## config.mk

```make
export PLATFORM = sky130hd
export DESIGN_NAME = irq_sleep_recorder
export DESIGN_NICKNAME = d
export VERILOG_FILES = /design/src/rtl/irqrec_pkg.sv /design/src/rtl/irqrec_decode.sv /design/src/rtl/irqrec_sync.sv /design/src/rtl/irqrec_bits.sv /design/src/rtl/irqrec_capture.sv /design/src/rtl/irq_sleep_recorder.sv
export SDC_FILE = /design/constraint.sdc
export NUM_CORES = 1
export LEC_CHECK = 0
export ABC_CLOCK_PERIOD_IN_PS = 4200
export BUFFER_PORTS_ARGS = -buffer_cell sky130_fd_sc_hd__buf_2
export CAP_MARGIN = 20
export CORE_AREA = 2 2 118 234
export DETAILED_ROUTE_END_ITERATION = 7
export DIE_AREA = 0 0 120 236
export PLACE_DENSITY = 0.77
export SYNTH_ARGS = -nofsm -noshare
export SYNTH_HDL_FRONTEND = slang
export SYNTH_SLANG_ARGS = --single-unit
```

## constraint.sdc

```tcl
create_clock -name clk -period 4.2 [get_ports clk]
set_input_delay 1.26 -clock clk [delete_from_list [all_inputs] [get_ports clk]]
set_output_delay 1.26 -clock clk [all_outputs]
set_load 0.005 [all_outputs]
```

## src/rtl/irqrec_pkg.sv

```systemverilog
package irqrec_pkg;

  typedef enum logic [3:0] {
    GRP_STAT = 4'd0,
    GRP_ACK  = 4'd1,
    GRP_MSET = 4'd2,
    GRP_MCLR = 4'd3,
    GRP_SSET = 4'd4,
    GRP_SCLR = 4'd5,
    GRP_PSET = 4'd6,
    GRP_PCLR = 4'd7,
    GRP_CTRL = 4'd8,
    GRP_NONE = 4'd15
  } grp_e;

  localparam int NUM_GRP        = 9;
  localparam int CTRL_EN_BIT    = 0;
  localparam int CTRL_EDGE_BIT  = 1;
  localparam int CTRL_FLUSH_BIT = 2;

  // byte offset of each register group, in group order
  function automatic logic [11:0] grp_base(input bit alt, input int g);
    case (g)
      0:       return 12'h000;
      1:       return alt ? 12'h080 : 12'h040;
      2:       return alt ? 12'h180 : 12'h0C0;
      3:       return alt ? 12'h200 : 12'h100;
      4:       return alt ? 12'h300 : 12'h180;
      5:       return alt ? 12'h380 : 12'h1C0;
      6:       return alt ? 12'h480 : 12'h240;
      7:       return alt ? 12'h500 : 12'h280;
      8:       return alt ? 12'h600 : 12'h300;
      default: return 12'hFFF;
    endcase
  endfunction

endpackage

```

## src/rtl/irqrec_decode.sv

```systemverilog
module irqrec_decode
  import irqrec_pkg::*;
#(
  parameter int NUM_LINES  = 40,
  parameter bit ALT_LAYOUT = 1'b0,
  parameter int ADDR_W     = 12
) (
  input  logic [ADDR_W-1:0]                                   addr,
  output grp_e                                                grp,
  output logic [((NUM_LINES+31)/32 > 1 ? $clog2((NUM_LINES+31)/32) : 1)-1:0] widx
);
  localparam int WORDS  = (NUM_LINES + 31) / 32;
  localparam int WIDX_W = (WORDS > 1) ? $clog2(WORDS) : 1;
  localparam logic [ADDR_W-1:0] SPAN = ADDR_W'(WORDS * 4);

  logic [ADDR_W-1:0] base;
  logic [ADDR_W-1:0] off;

  always_comb begin
    grp  = GRP_NONE;
    widx = '0;
    base = '0;
    off  = '0;
    for (int g = 0; g < NUM_GRP - 1; g++) begin
      base = ADDR_W'(grp_base(ALT_LAYOUT, g));
      off  = addr - base;
      if ((addr >= base) && (off < SPAN) && (off[1:0] == 2'b00)) begin
        grp  = grp_e'(4'(g));
        widx = off[WIDX_W+1:2];
      end
    end
    if (addr == ADDR_W'(grp_base(ALT_LAYOUT, NUM_GRP - 1)))
      grp = GRP_CTRL;
  end

endmodule

```

## src/rtl/irqrec_sync.sv

```systemverilog
module irqrec_sync #(
  parameter int NUM_LINES   = 40,
  parameter int SYNC_STAGES = 2
) (
  input  logic                 clk,
  input  logic                 rst_n,
  input  logic [NUM_LINES-1:0] lines_in,
  output logic [NUM_LINES-1:0] cur,
  output logic [NUM_LINES-1:0] prev
);
  logic [NUM_LINES-1:0] stg [SYNC_STAGES];

  always_ff @(posedge clk) begin
    if (!rst_n) stg[0] <= '0;
    else        stg[0] <= lines_in;
  end

  for (genvar k = 1; k < SYNC_STAGES; k++) begin : g_stage
    always_ff @(posedge clk) begin
      if (!rst_n) stg[k] <= '0;
      else        stg[k] <= stg[k-1];
    end
  end

  assign cur = stg[SYNC_STAGES-1];

  always_ff @(posedge clk) begin
    if (!rst_n) prev <= '0;
    else        prev <= cur;
  end

endmodule

```

## src/rtl/irqrec_bits.sv

```systemverilog
module irqrec_bits #(
  parameter int                   NUM_LINES = 40,
  parameter logic [NUM_LINES-1:0] RST_VAL   = '0
) (
  input  logic                 clk,
  input  logic                 rst_n,
  input  logic [NUM_LINES-1:0] set_vec,
  input  logic [NUM_LINES-1:0] clr_vec,
  output logic [NUM_LINES-1:0] q
);
  always_ff @(posedge clk) begin
    if (!rst_n) q <= RST_VAL;
    else        q <= (q | set_vec) & ~clr_vec;
  end
endmodule

```

## src/rtl/irqrec_capture.sv

```systemverilog
module irqrec_capture #(
  parameter int NUM_LINES = 40
) (
  input  logic                 clk,
  input  logic                 rst_n,
  input  logic [NUM_LINES-1:0] cur,
  input  logic [NUM_LINES-1:0] prev,
  input  logic [NUM_LINES-1:0] pol,
  input  logic [NUM_LINES-1:0] sens,
  input  logic [NUM_LINES-1:0] mask,
  input  logic                 edge_only,
  input  logic [NUM_LINES-1:0] ack_vec,
  input  logic                 flush_go,
  output logic [NUM_LINES-1:0] event_vec,
  output logic [NUM_LINES-1:0] status,
  output logic [NUM_LINES-1:0] replay
);
  logic [NUM_LINES-1:0] level_mode, lvl_hit, edge_hit, fire;

  always_comb begin
    level_mode = sens & ~{NUM_LINES{edge_only}};
    lvl_hit    = ~(cur ^ pol);
    edge_hit   = (pol & cur & ~prev) | (~pol & ~cur & prev);
    event_vec  = (level_mode & lvl_hit) | (~level_mode & edge_hit);
    fire       = flush_go ? (status & ~mask) : '0;
  end

  always_ff @(posedge clk) begin
    if (!rst_n) begin
      status <= '0;
      replay <= '0;
    end else begin
      status <= (status & ~ack_vec & ~fire) | event_vec;
      replay <= fire;
    end
  end

endmodule

```

## src/rtl/irq_sleep_recorder.sv

```systemverilog
module irq_sleep_recorder
  import irqrec_pkg::*;
#(
  parameter int NUM_LINES   = 40,
  parameter bit ALT_LAYOUT  = 1'b0,
  parameter int SYNC_STAGES = 2
) (
  input  logic                 clk,
  input  logic                 rst_n,
  input  logic                 reg_valid,
  output logic                 reg_ready,
  input  logic                 reg_write,
  input  logic [11:0]          reg_addr,
  input  logic [31:0]          reg_wdata,
  output logic                 rsp_valid,
  output logic [31:0]          rsp_rdata,
  input  logic [NUM_LINES-1:0] lines_in,
  output logic [NUM_LINES-1:0] replay_out
);
  localparam int WORDS  = (NUM_LINES + 31) / 32;
  localparam int WIDX_W = (WORDS > 1) ? $clog2(WORDS) : 1;

  grp_e                 grp;
  logic [WIDX_W-1:0]    widx;
  logic                 wr_go, rd_go;
  logic [NUM_LINES-1:0] wvec;
  logic [NUM_LINES-1:0] mask_set, mask_clr, sens_set, sens_clr, pol_set, pol_clr;
  logic [NUM_LINES-1:0] mask_q, sens_q, pol_q, status_q, ack_vec, event_vec;
  logic [NUM_LINES-1:0] cur, prev;
  logic                 en_q, edge_q, flush_go;
  logic [31:0]          rdata_d;

  assign reg_ready = 1'b1;
  assign wr_go     = reg_valid & reg_write;
  assign rd_go     = reg_valid & ~reg_write;

  irqrec_decode #(
    .NUM_LINES (NUM_LINES),
    .ALT_LAYOUT(ALT_LAYOUT),
    .ADDR_W    (12)
  ) u_dec (
    .addr(reg_addr),
    .grp (grp),
    .widx(widx)
  );

  // place the write word onto the line vector
  for (genvar b = 0; b < NUM_LINES; b++) begin : g_wvec
    assign wvec[b] = (widx == WIDX_W'(b / 32)) ? reg_wdata[b % 32] : 1'b0;
  end

  assign mask_set = (wr_go && grp == GRP_MSET) ? wvec : '0;
  assign mask_clr = (wr_go && grp == GRP_MCLR) ? wvec : '0;
  assign sens_set = (wr_go && grp == GRP_SSET) ? wvec : '0;
  assign sens_clr = (wr_go && grp == GRP_SCLR) ? wvec : '0;
  assign pol_set  = (wr_go && grp == GRP_PSET) ? wvec : '0;
  assign pol_clr  = (wr_go && grp == GRP_PCLR) ? wvec : '0;
  assign ack_vec  = (wr_go && grp == GRP_ACK)  ? wvec : '0;

  irqrec_bits #(.NUM_LINES(NUM_LINES), .RST_VAL({NUM_LINES{1'b1}})) u_mask (
    .clk(clk), .rst_n(rst_n), .set_vec(mask_set), .clr_vec(mask_clr), .q(mask_q));
  irqrec_bits #(.NUM_LINES(NUM_LINES), .RST_VAL('0)) u_sens (
    .clk(clk), .rst_n(rst_n), .set_vec(sens_set), .clr_vec(sens_clr), .q(sens_q));
  irqrec_bits #(.NUM_LINES(NUM_LINES), .RST_VAL('0)) u_pol (
    .clk(clk), .rst_n(rst_n), .set_vec(pol_set), .clr_vec(pol_clr), .q(pol_q));

  // control word; flush needs the enable bit in the same write
  assign flush_go = wr_go && (grp == GRP_CTRL) &&
                    reg_wdata[CTRL_FLUSH_BIT] && reg_wdata[CTRL_EN_BIT];

  always_ff @(posedge clk) begin
    if (!rst_n) begin
      en_q   <= 1'b0;
      edge_q <= 1'b0;
    end else if (wr_go && grp == GRP_CTRL) begin
      en_q   <= reg_wdata[CTRL_EN_BIT];
      edge_q <= reg_wdata[CTRL_EDGE_BIT];
    end
  end

  irqrec_sync #(.NUM_LINES(NUM_LINES), .SYNC_STAGES(SYNC_STAGES)) u_sync (
    .clk(clk), .rst_n(rst_n), .lines_in(lines_in), .cur(cur), .prev(prev));

  irqrec_capture #(.NUM_LINES(NUM_LINES)) u_cap (
    .clk      (clk),
    .rst_n    (rst_n),
    .cur      (cur),
    .prev     (prev),
    .pol      (pol_q),
    .sens     (sens_q),
    .mask     (mask_q),
    .edge_only(edge_q),
    .ack_vec  (ack_vec),
    .flush_go (flush_go),
    .event_vec(event_vec),
    .status   (status_q),
    .replay   (replay_out)
  );

  function automatic logic [31:0] pick(input logic [NUM_LINES-1:0] v,
                                       input logic [WIDX_W-1:0] w);
    logic [31:0] r;
    r = '0;
    for (int i = 0; i < 32; i++) begin
      if (int'(w) * 32 + i < NUM_LINES) r[i] = v[int'(w) * 32 + i];
    end
    return r;
  endfunction

  always_comb begin
    rdata_d = '0;
    case (grp)
      GRP_STAT:           rdata_d = pick(status_q, widx);
      GRP_MSET, GRP_MCLR: rdata_d = pick(mask_q, widx);
      GRP_SSET, GRP_SCLR: rdata_d = pick(sens_q, widx);
      GRP_PSET, GRP_PCLR: rdata_d = pick(pol_q, widx);
      GRP_CTRL: begin
        rdata_d[CTRL_EN_BIT]   = en_q;
        rdata_d[CTRL_EDGE_BIT] = edge_q;
      end
      default:            rdata_d = '0;
    endcase
  end

  always_ff @(posedge clk) begin
    if (!rst_n) begin
      rsp_valid <= 1'b0;
      rsp_rdata <= '0;
    end else begin
      rsp_valid <= rd_go;
      rsp_rdata <= rd_go ? rdata_d : '0;
    end
  end

endmodule

```

Word level (Yosys, flattened, before mapping)
Memories as Yosys holds them, arrays and structs flattened.
Cells that the tools add are included.

operators by class
  shifts and indexed selects = 0
  multipliers = 0
  $add $sub $neg = 38
  eq/ne operators = 9
  magnitude comparators = 80
  multiplexer cells = 579
  bitwise logic cells = 37
  divide/modulo/power cells = 0
  reductions and logical operators = 39

operator list
  operator                                                      count
  less-than comparator 32 x 7 -> 1 bit (second input constant)  31
  binary-select mux 1 bit (select 6 bit)                        124
  bitwise AND 40 bit                                            13
  NOT 40 bit                                                    12
  two-way mux 1 bit                                             434
  two-way mux 40 bit                                            10
  OR 40 bit                                                     6
  less-than comparator 7 bit (second input constant)            28
  case mux 30 bit (4 select lines)                              1
  adder 6 x 5 -> 7 bit (second input constant)                  16
  less-than comparator 12 x 4 -> 1 bit (second input constant)  8
  less-than comparator 32 x 8 -> 1 bit (second input constant)  3
  adder 6 x 4 -> 7 bit (second input constant)                  8
  XOR 40 bit                                                    1
  >= comparator 12 x 9 -> 1 bit (second input constant)         3
  two-way mux 4 bit                                             9
  subtractor 12 x 9 -> 12 bit (second input constant)           3
  adder 6 x 3 -> 7 bit (second input constant)                  4
  logical AND 1 bit                                             26
  >= comparator 12 x 10 -> 1 bit (second input constant)        2
  subtractor 12 x 10 -> 12 bit (second input constant)          2
  == test 4 x 3 -> 1 bit (second input constant)                4
  logical NOT 2 bit                                             8
  adder 6 x 2 -> 7 bit (second input constant)                  2
  other kinds (19)                                              24

storage, ports and cells
  bits in writable memories = 80
  output and inout port bits = 74
  ROM bits = 0
  input bits = 88
  latch bits = 0
  flip-flop bits (word level) = 275
  memories kept = 1

memory list
  name        depth  bits a word  read ports  clocked after memory_dff  write ports  RTL line           source
  u_sync.stg  2      40           2           0                         2            irqrec_sync.sv:11  logic [NUM_LINES-1:0] stg [SYNC_STAGES];

Longest topological paths before layout
Gate-level depths: netlist of run 1.

  depth in word-level cells = 20
  mapped depth = 12

Modules after synthesis
A second synthesis of run 1 with hierarchy kept.

unflattened totals
  cells, all modules = 1,803
  area total of the unflattened synthesis = 17,101.4 um^2

by module, submodules not included
  module                    times used  cells each  area each (um^2)
  irqrec_capture            1           538         5,442.7
  irq_sleep_recorder        1           579         3,746.1
  irqrec_sync               1           253         3,286.9
  irqrec_bits at u_pol ...  2           124         1,496.4
  irqrec_bits at u_mask     1           124         1,171.1
  irqrec_decode             1           61          461.7

Worst setup path before layout of run 1
Ideal clock, no wire load.

  path kind = input to register
  from = input port reg_addr[7]
  to = register rsp_rdata[12]
  setup slack = 0.572 ns
  stages on the path = 12
  arrival = 3.562 ns
  path through = buf_4 inv_1 ha_1 and2b_1 or4b_1 a211o_1 a21oi_4 o31ai_2 nand2b_1 buf_6 buf_6 a21oi_2

between the ends
  cells in the longest elaborated chain, start to end = 17

ends and longest elaborated chain
  what                                                                       RTL line                   source
  start, declared                                                            irq_sleep_recorder.sv:13   input logic [11:0] reg_addr,
  subtractor 12 x 7 -> 12 bit, or another cell as far along                  irqrec_decode.sv:26        off = addr - base;
  less-than comparator 12 x 4 -> 1 bit or logical AND 1 bit (tied branches)  irqrec_decode.sv:27        if ((addr >= base) && (off < SPAN) && (off[1:0] == 2'b00)) begin
  logical AND 1 bit                                                          irqrec_decode.sv:27
  logical AND 1 bit or two-way mux 1 bit (tied branches)                     irqrec_decode.sv:27
  two-way mux 1 bit (7 in series)                                            irqrec_decode.sv:27
  adder 6 x 4 -> 7 bit                                                       irq_sleep_recorder.sv:105  if (int'(w) * 32 + i < NUM_LINES) r[i] = v[int'(w) * 32 + i];
  binary-select mux 1 bit (select 6 bit)                                     irq_sleep_recorder.sv:105
  two-way mux 1 bit (implied by the code) (2 in series)                      irq_sleep_recorder.sv:105
  two-way mux 1 bit                                                          irq_sleep_recorder.sv:105
  case mux 30 bit (4 select lines) (*)                                       irq_sleep_recorder.sv:112  case (grp)
  end signal, assigned                                                       irq_sleep_recorder.sv:131  rsp_rdata <= rd_go ? rdata_d : '0;
  end, declared                                                              irq_sleep_recorder.sv:16   output logic [31:0] rsp_rdata,

Every way passes the cells marked *; elsewhere a longest branch is shown, timed or not. The select of a mux whose other input is x is not followed.
A chain may end at the register's enable or synchronous reset.

Worst setup path after layout of run 1
  from = input port reg_addr[7]
  to = register u_mask.q[38]

between the ends
  cells in the longest elaborated chain, start to end = 17

ends and longest elaborated chain
  what                                                                       RTL line                                            source
  subtractor 12 x 7 -> 12 bit, or another cell as far along                  irqrec_decode.sv:26
  less-than comparator 12 x 4 -> 1 bit or logical AND 1 bit (tied branches)  irqrec_decode.sv:27
  logical AND 1 bit                                                          irqrec_decode.sv:27
  logical AND 1 bit or two-way mux 4 bit (tied branches)                     irqrec_decode.sv:27
  two-way mux 4 bit (7 in series)                                            irqrec_decode.sv:27
  two-way mux 4 bit                                                          irqrec_decode.sv:32                                 if (addr == ADDR_W'(grp_base(ALT_LAYOUT, NUM_GRP - 1)))
  == test 4 x 2 -> 1 bit (on tied branches)                                  irq_sleep_recorder.sv:52, irq_sleep_recorder.sv:53
  logical AND 1 bit (on tied branches)                                       irq_sleep_recorder.sv:52, irq_sleep_recorder.sv:53
  two-way mux 40 bit (on tied branches)                                      irq_sleep_recorder.sv:52, irq_sleep_recorder.sv:53
  OR 40 bit or NOT 40 bit (tied branches)                                    irqrec_bits.sv:13                                   else q <= (q | set_vec) & ~clr_vec;
  bitwise AND 40 bit (*)                                                     irqrec_bits.sv:13
  end signal, assigned                                                       irqrec_bits.sv:13
  end, declared                                                              irqrec_bits.sv:9                                    output logic [NUM_LINES-1:0] q

Every way passes the cells marked *; elsewhere a longest branch is shown, timed or not.

==> results by group, run 1 <==
Critical path
  • R2r endpoint: u_cap.status[39]
  • CP delay by family, top: compound AO/OA/AOI/OAI gates
  • CP bufs+invs: 3
  • CP endpoint kind: flop
  • CP Cell Sequence: buf_2, ha_1, and4bb_1, o31ai_2, a21oi_4, buf_12, a2111oi_2, buf_4, and3_1, a31oi_1
  • Critical path class: primary input to flop
  • Largest stage delay, worst path: 0.61 ns
  • Crit path required time: 4.65 ns
  • R2R Setup Slk: 2.32 ns
  • Crit start category: primary input
  • Critical path peak fanout: 41
  • WP data arrival: 4.01 ns
  • Crit path max-delay cell type: a2111oi_2
  • R2R depth: 5
  • Critical R2R Launch: edge_q

Logic synthesis
  • Synth Area in Compound Gates: 24.8%
  • EDFF count, synth: 0
  • Area contributors post-synth: dfxtp_1, ha_1, a21oi_1
  • Warnings, synthesis: 0
  • Mux cell area share after synthesis: 3.18%
  • Async set-reset flop share out of synthesis: 0%
  • Yosys reg bits: 355
  • Top-area cell type share of the netlist area: 46.3%
  • Dominant register cell in the synthesized netlist: dfxtp_1
  • Mapped Nets: 1717
  • XOR/XNOR Fraction of Synth Area: 0.114%
  • Syn Inst Count: 1546
  • Largest family of logic cells by synthesized area: compound AO/OA/AOI/OAI gates
  • Post-Syn Area: 15300 um2
  • Synth Area in Simple Gates: 12.7%
  • Average size of a mapped cell: 9.92 um2
  • Synth cell types: 64
  • Synth Area in Adders: 6.77%
  • Yosys top cell by area: dfxtp_1
  • Post-synthesis sequential area ratio: 46.3%

Clocking
  • Worst-case clock buffer depth: 3
  • # hold bufs at CTS: 0
  • Clock H-tree levels: 1
  • CTS Root Buffer Type: clkbuf_16
  • Reg clk slew, reported paths: 0.07 ns
  • CTS tree: done
  • Post-CTS setup buffers: 0
  • CTS sink cnt: 355
  • Cts bufs inserted: 30
  • Post-CTS sizing: 0
  • Clock latency on the worst-skew pair: 0.58 ns

Timing
  • Period minus WS final: 3.56 ns
  • Max Slew Vio Count: 0
  • Final hold violation count: 0
  • Total negative slack: 0 ns
  • Fin worst setup slack: 0.638 ns
  • Slew margin rel.: 21.9%
  • Final Cycle Share: 84.8%
  • Least-Margin Pin Slew: 1.17 ns
  • Worst Skew: 0.0153 ns
  • RSZ-0062 raised after global routing: false
  • Final count of negative-setup-slack endpoints: 0
  • Max Fclk: 0.281 GHz

Finish
  • Finished Cell Area: 17600 um2
  • Layout Cells excl Fill: 2043
  • Commonest non-fill, non-tap cell in the layout: dfxtp_1
  • Nets: 1843
  • Leading cell types in the layout, fill and taps excluded: dfxtp_1, buf_2, a21oi_1
  • Fill count: 2153
  • Layout cells sized above 1: 21.1%
  • Area grow syn2layout: 15.0%
  • Layout Utilization: 66.1%

Global route
  • GRT Util Overall: 29.2%
  • Grt ovf: 0
  • Antenna violations before repair: 1
  • Largest net degree at the start of global routing: 74
  • Number of global-route vias before repair: 12.9k
  • First-pass GRT wire length: 66900 um

Pwr
  • Power Dens Cells: 383 nW/um2
  • Leak pwr: 0.00671 uW
  • Peak VDD IR: 0.000400 V

Place
  • Placement Setup Slack: 0.0971 ns
  • Dpl cells: 1988
  • Detailed placement HPWL: 26100 um
  • IO Port Bufs: 160
  • Placed Area: 16600 um2
  • GPL Wtd Cong: 0.879

Routing
  • Drt drc: 0
  • Drt wl/cell: 20.7 um
  • Vias per cell: 6.30
  • DRT Pass-1 Iters: 7
  • Post-DRT Antenna Nets: 0
  • DRT iter0 DRCs: 1263
  • Via count: 12.9k
  • Final WL: 42200 um

Floorplanning
  • Row cnt: 85
  • Initial Util: 57.5%
  • Chip Width: 120 um
  • CORE AREA: 26700 um2
  • Die area: 28300 um2
  • Num ports: 162
  • Chip height: 236 um

Min path
  • HP Start: u_sync.stg[0][5]
  • Worst Hold End: u_sync.stg[1][5]
  • HP Class: flop to flop
  • Hold path cells: 1

Run status
  • Outcome: completed

Job
  • Max cap viols: 0
## registers in the layout, indices dropped and copies added, names as in the netlist
register	cells
u_sens.q	40
rsp_valid	1
u_sync.stg	80
u_pol.q	40
u_sync.prev	40
u_cap.replay	40
en_q	1
edge_q	1
u_cap.status	40
u_mask.q	40
rsp_rdata	32
## logic make-up after synthesis
group,count (synthesis)
compound gates,532
xor+xnor,2
fa+ha+maj,83
buf+inv,211
flops,355
mux,48
other cells,1
simple gates,314
## final cells by class
cell class              instances  area [um2]  share of cell area, %
multi-input cells             980        7380                   41.8
clock buffers                  43         861                   4.88
inverters                      88         333                   1.89
flip-flops and latches        355        7110                   40.3
repair buffers                217        1340                   7.62
diodes                          1        2.50                 0.0142
clock inverters                11         181                   1.03
well taps                     348         435                   2.47
## worst reg2reg max path: cells and delay by family (launching register included)
| family | cells | cell delay (ns) |
|---|---|---|
| flip-flops | 1 | 0.73 |
| AO/OA/AOI/OAI | 3 | 0.58 |
| buffers and inverters | 2 | 0.47 |
## cell usage after synthesis (all sizes together) (2+ instances only)
cell type and count:
nor4bb 2, o22ai 2, a222oi 26, nor2 49, nand3b 2, a31oi 52
inv 88, o31a 39, a311oi 48, nor3 21, nor3b 83, xor2 2
nor4 4, mux2i 42, nand2 36, mux2 6, o31ai 2, and4 9
and2 82, or3 2, clkbuf 86, nor4b 2, dfxtp 355, buf 37
a211oi 34, a221oi 13, nand3 9, a21oi 183, o211ai 2, ha 83
o21ai 77, or4b 3, and3 4, o21a 35, a221o 13
## metrics by stage
stage               power, uW  hold slack [ns]
finish                   6750            0.430
floorplan                3730            0.412
CTS                      6770            0.433
global placement         3850            0.414
detailed placement       3860            0.417
global route             6940            0.443
## how the worst max path moves through the flow
| stage | from | to | cells after the start | slack [ns] |
|---|---|---|---|---|
| after CTS | reg_addr[7] | u_mask.q[24] | 12 | 0.66 |
| after detailed placement | reg_addr[7] | u_mask.q[24] | 12 | 0.1 |
| after global routing | reg_addr[7] | u_mask.q[24] | 12 | 0.44 |
| final | reg_addr[7] | u_mask.q[38] | 10 | 0.64 |
| after floorplan | reg_addr[7] | rsp_rdata[12] | 12 | 0.57 |
| after global placement | reg_addr[7] | u_mask.q[17] | 12 | 0.16 |
## report_power, final
group | switching (uW) | internal (uW)
Sequential | 29.8 | 3420
Clock | 1280 | 1680
Combinational | 206 | 135
## per-layer routing
metal	up-vias	share of wire, %	GRT usage, %
met5	-	0	0
met4	0	3.7	13.2
met3	137	8.0	2.93
met2	667	48	49.3
met1	6154	40	37.5
li1	5919	-	-
No activity file was read; power rests on OpenSTA's default activity.
==> inputs of run 2 (changes only) <==
--- a/config.mk
+++ b/config.mk
@@ -5,13 +5,13 @@
 export SDC_FILE = /design/constraint.sdc
 export NUM_CORES = 1
 export LEC_CHECK = 0
-export ABC_CLOCK_PERIOD_IN_PS = 4200
+export ABC_CLOCK_PERIOD_IN_PS = 2950
 export BUFFER_PORTS_ARGS = -buffer_cell sky130_fd_sc_hd__buf_2
 export CAP_MARGIN = 20
-export CORE_AREA = 2 2 118 234
+export CORE_AREA = 2 2 124 246
 export DETAILED_ROUTE_END_ITERATION = 7
-export DIE_AREA = 0 0 120 236
-export PLACE_DENSITY = 0.77
+export DIE_AREA = 0 0 126 248
+export PLACE_DENSITY = 0.73
 export SYNTH_ARGS = -nofsm -noshare
 export SYNTH_HDL_FRONTEND = slang
 export SYNTH_SLANG_ARGS = --single-unit
==> constraint.sdc (replaced) <==
create_clock -name clk -period 2.95 [get_ports clk]
set_input_delay 0.885 -clock clk [delete_from_list [all_inputs] [get_ports clk]]
set_output_delay 0.885 -clock clk [all_outputs]
set_load 0.005 [all_outputs]
==> results by group, run 2 (same netlist as run 1, synthesis figures left out) <==
Min path
  • HP Start: u_sync.stg[0][16]
  • Hold path cells: 1 (unchanged)
  • HP Class: flop to flop
  • Worst Hold End: u_sync.stg[1][16]

Pwr
  • Power Dens Cells: 511 nW/um2 (+34%)
  • Leak pwr: 0.00717 uW (+6.9%)
  • Peak VDD IR: 0.000488 V (+22%)

Routing
  • Vias per cell: 6.06 (-3.8%)
  • DRT Pass-1 Iters: 7 (unchanged)
  • Drt wl/cell: 20.7 um (about the same)
  • Post-DRT Antenna Nets: 0 (unchanged)
  • Drt drc: 0 (unchanged)
  • Final WL: 44100 um (+4.6%)
  • Via count: 13.0k (+0.63%)
  • DRT iter0 DRCs: 1184 (-6.3%)

Place
  • Placement Setup Slack: -0.517 ns (-0.614 ns)
  • Detailed placement HPWL: 30200 um (+16%)
  • IO Port Bufs: 160 (unchanged)
  • GPL Wtd Cong: 0.915 (+4.1%)

Critical path
  • WP data arrival: 3.34 ns (-0.67 ns)
  • Critical path class: primary input to flop
  • Crit path max-delay cell type: nor3b_1
  • CP endpoint kind: flop
  • CP Cell Sequence: buf_2, nor3b_1, nand3_1, buf_4, nor3_1, nor4_2, a21oi_4, buf_12, a311oi_1, a31oi_1
  • R2R Setup Slk: 1.46 ns (-0.86 ns)
  • R2R depth: 3 (-2)
  • R2r endpoint: rsp_rdata[2]
  • Crit path required time: 3.44 ns (-1.21 ns)
  • Largest stage delay, worst path: 0.52 ns (-0.09 ns)
  • Critical path peak fanout: 24 (-41%)
  • Crit start category: primary input
  • CP delay by family, top: simple AND/OR/NAND/NOR gates
  • CP bufs+invs: 3 (unchanged)
  • Critical R2R Launch: u_mask.q[34]

Finish
  • Leading cell types in the layout, fill and taps excluded: dfxtp_1, buf_2, a21oi_1
  • Layout cells sized above 1: 25.1% (+4.0 points)
  • Largest reg by FF count: u_sync.stg
  • Nets: 1920 (+4.2%)
  • Max reg flops: 80 (unchanged)
  • Area grow syn2layout: 20.0%
  • Commonest non-fill, non-tap cell in the layout: dfxtp_1
  • Layout Utilization: 62.6% (-3.5 points)

Timing
  • Final hold violation count: 0 (unchanged)
  • Total negative slack: 0 ns (unchanged)
  • Fin worst setup slack: 0.0999 ns (-0.538 ns)
  • Hold_ws: 0.429 ns (-0.000465 ns)
  • Slew margin rel.: 52.2% (+30 points)
  • Max Fclk: 0.351 GHz
  • Final count of negative-setup-slack endpoints: 0 (unchanged)
  • RSZ-0062 raised after global routing: true
  • Least-Margin Pin Slew: 0.717 ns (-0.451 ns)
  • Period minus WS final: 2.85 ns
  • Final Cycle Share: 96.6%
  • Worst Skew: 0.0112 ns (-0.00408 ns)
  • Max Slew Vio Count: 0 (unchanged)

Floorplanning
  • Chip Width: 126 um (+5.0%)
  • Chip height: 248 um (+5.1%)
  • Die area: 31200 um2 (+10%)
  • Num ports: 162 (unchanged)
  • CORE AREA: 29400 um2 (+10%)
  • Row cnt: 89 (+4.7%)
  • Initial Util: 52.2% (-5.3 points)

Clocking
  • Clock H-tree levels: 1 (unchanged)
  • Clock latency on the worst-skew pair: 0.58 ns (about the same)
  • # hold bufs at CTS: 0 (unchanged)
  • CTS Root Buffer Type: clkbuf_16
  • CTS sink cnt: 355 (unchanged)
  • Reg clk slew, reported paths: 0.07 ns (about the same)
  • Cts bufs inserted: 31 (+3.3%)
  • Worst-case clock buffer depth: 3 (unchanged)
  • CTS tree: done

Global route
  • Largest net degree at the start of global routing: 43 (-42%)
  • GRT Util Overall: 27.4% (-1.8 points)
  • First-pass GRT wire length: 67900 um (+1.4%)
  • Grt ovf: 0 (unchanged)
  • Antenna violations before repair: 3 (+2)
  • Number of global-route vias before repair: 12.4k (-4.1%)

Job
  • Max cap viols: 0 (unchanged)

Run status
  • Outcome: completed
## run 2: changes by cell type in the layout (fill, tap and decap cells not counted), sizes merged
cell    change
buf        +75
clkinv      +5
bufinv      -3
clkbuf      -3
inv         +2
diode       +1
o21a        +1
## run 2: layer usage
layer  vias to the layer above  GRT usage, %  part of all wire, %
met2                       557          50.5                   52
li1                       6079             -                    -
met3                       118          2.89                  5.7
met4                         2          14.7                  5.1
met1                      6202          30.5                   37
met5                         -             0                0.011
## run 2: where the power goes
group	switching [uW]	internal [uW]	total [uW]
clock	1800	2140	3940
sequential	44.5	4880	4920
combinational	315	233	548
total	2160	7250	9410
## run 2: how the worst max path moves through the flow
| stage | slack [ns] | cells after the start | startpoint | endpoint |
|---|---|---|---|---|
| global route | -0.006 | 12 | reg_addr[7] | u_mask.q[3] |
| global placement | -0.45 | 11 | reg_addr[7] | u_pol.q[6] |
| floorplan | -0.09 | 12 | reg_addr[7] | rsp_rdata[12] |
| detailed placement | -0.52 | 11 | reg_addr[7] | u_pol.q[0] |
| finish | 0.1 | 10 | reg_addr[6] | u_mask.q[39] |
| CTS | 0.08 | 11 | reg_addr[7] | u_pol.q[0] |
## run 2: final cells by class
class,count,area [um2]
well taps,364,455
clock buffers,40,860
fillers,2497,11000
flip-flops and latches,355,7110
diodes,2,5.00
repair buffers,292,2090
multi-input cells,981,7430
inverters,88,340
clock inverters,15,113
## run 2: metrics by stage
stage | area (um2) | total power [uW] | std cells
floorplan | 15400 | 5320 | 1546
global placement | 17400 | 5560 | 2079
detailed placement | 17400 | 5570 | 2079
CTS | 18400 | 9480 | 2134
global route | 18400 | 9720 | 2137
finish | 18400 | 9410 | 2137
## run 2: timing repair
| item | CTS | global route |
|---|---|---|
| setup endpoints to repair | 0 | 34 |
| buffers inserted | 0 | 0 |
| resized for setup | 0 | 2 |
## run 2: worst register-to-register path, stage by stage, from the launching register on
cell and delay [ns]:
dfxtp_1 0.34, a221o_1 0.32, a221oi_1 0.58, nor3_1 0.11
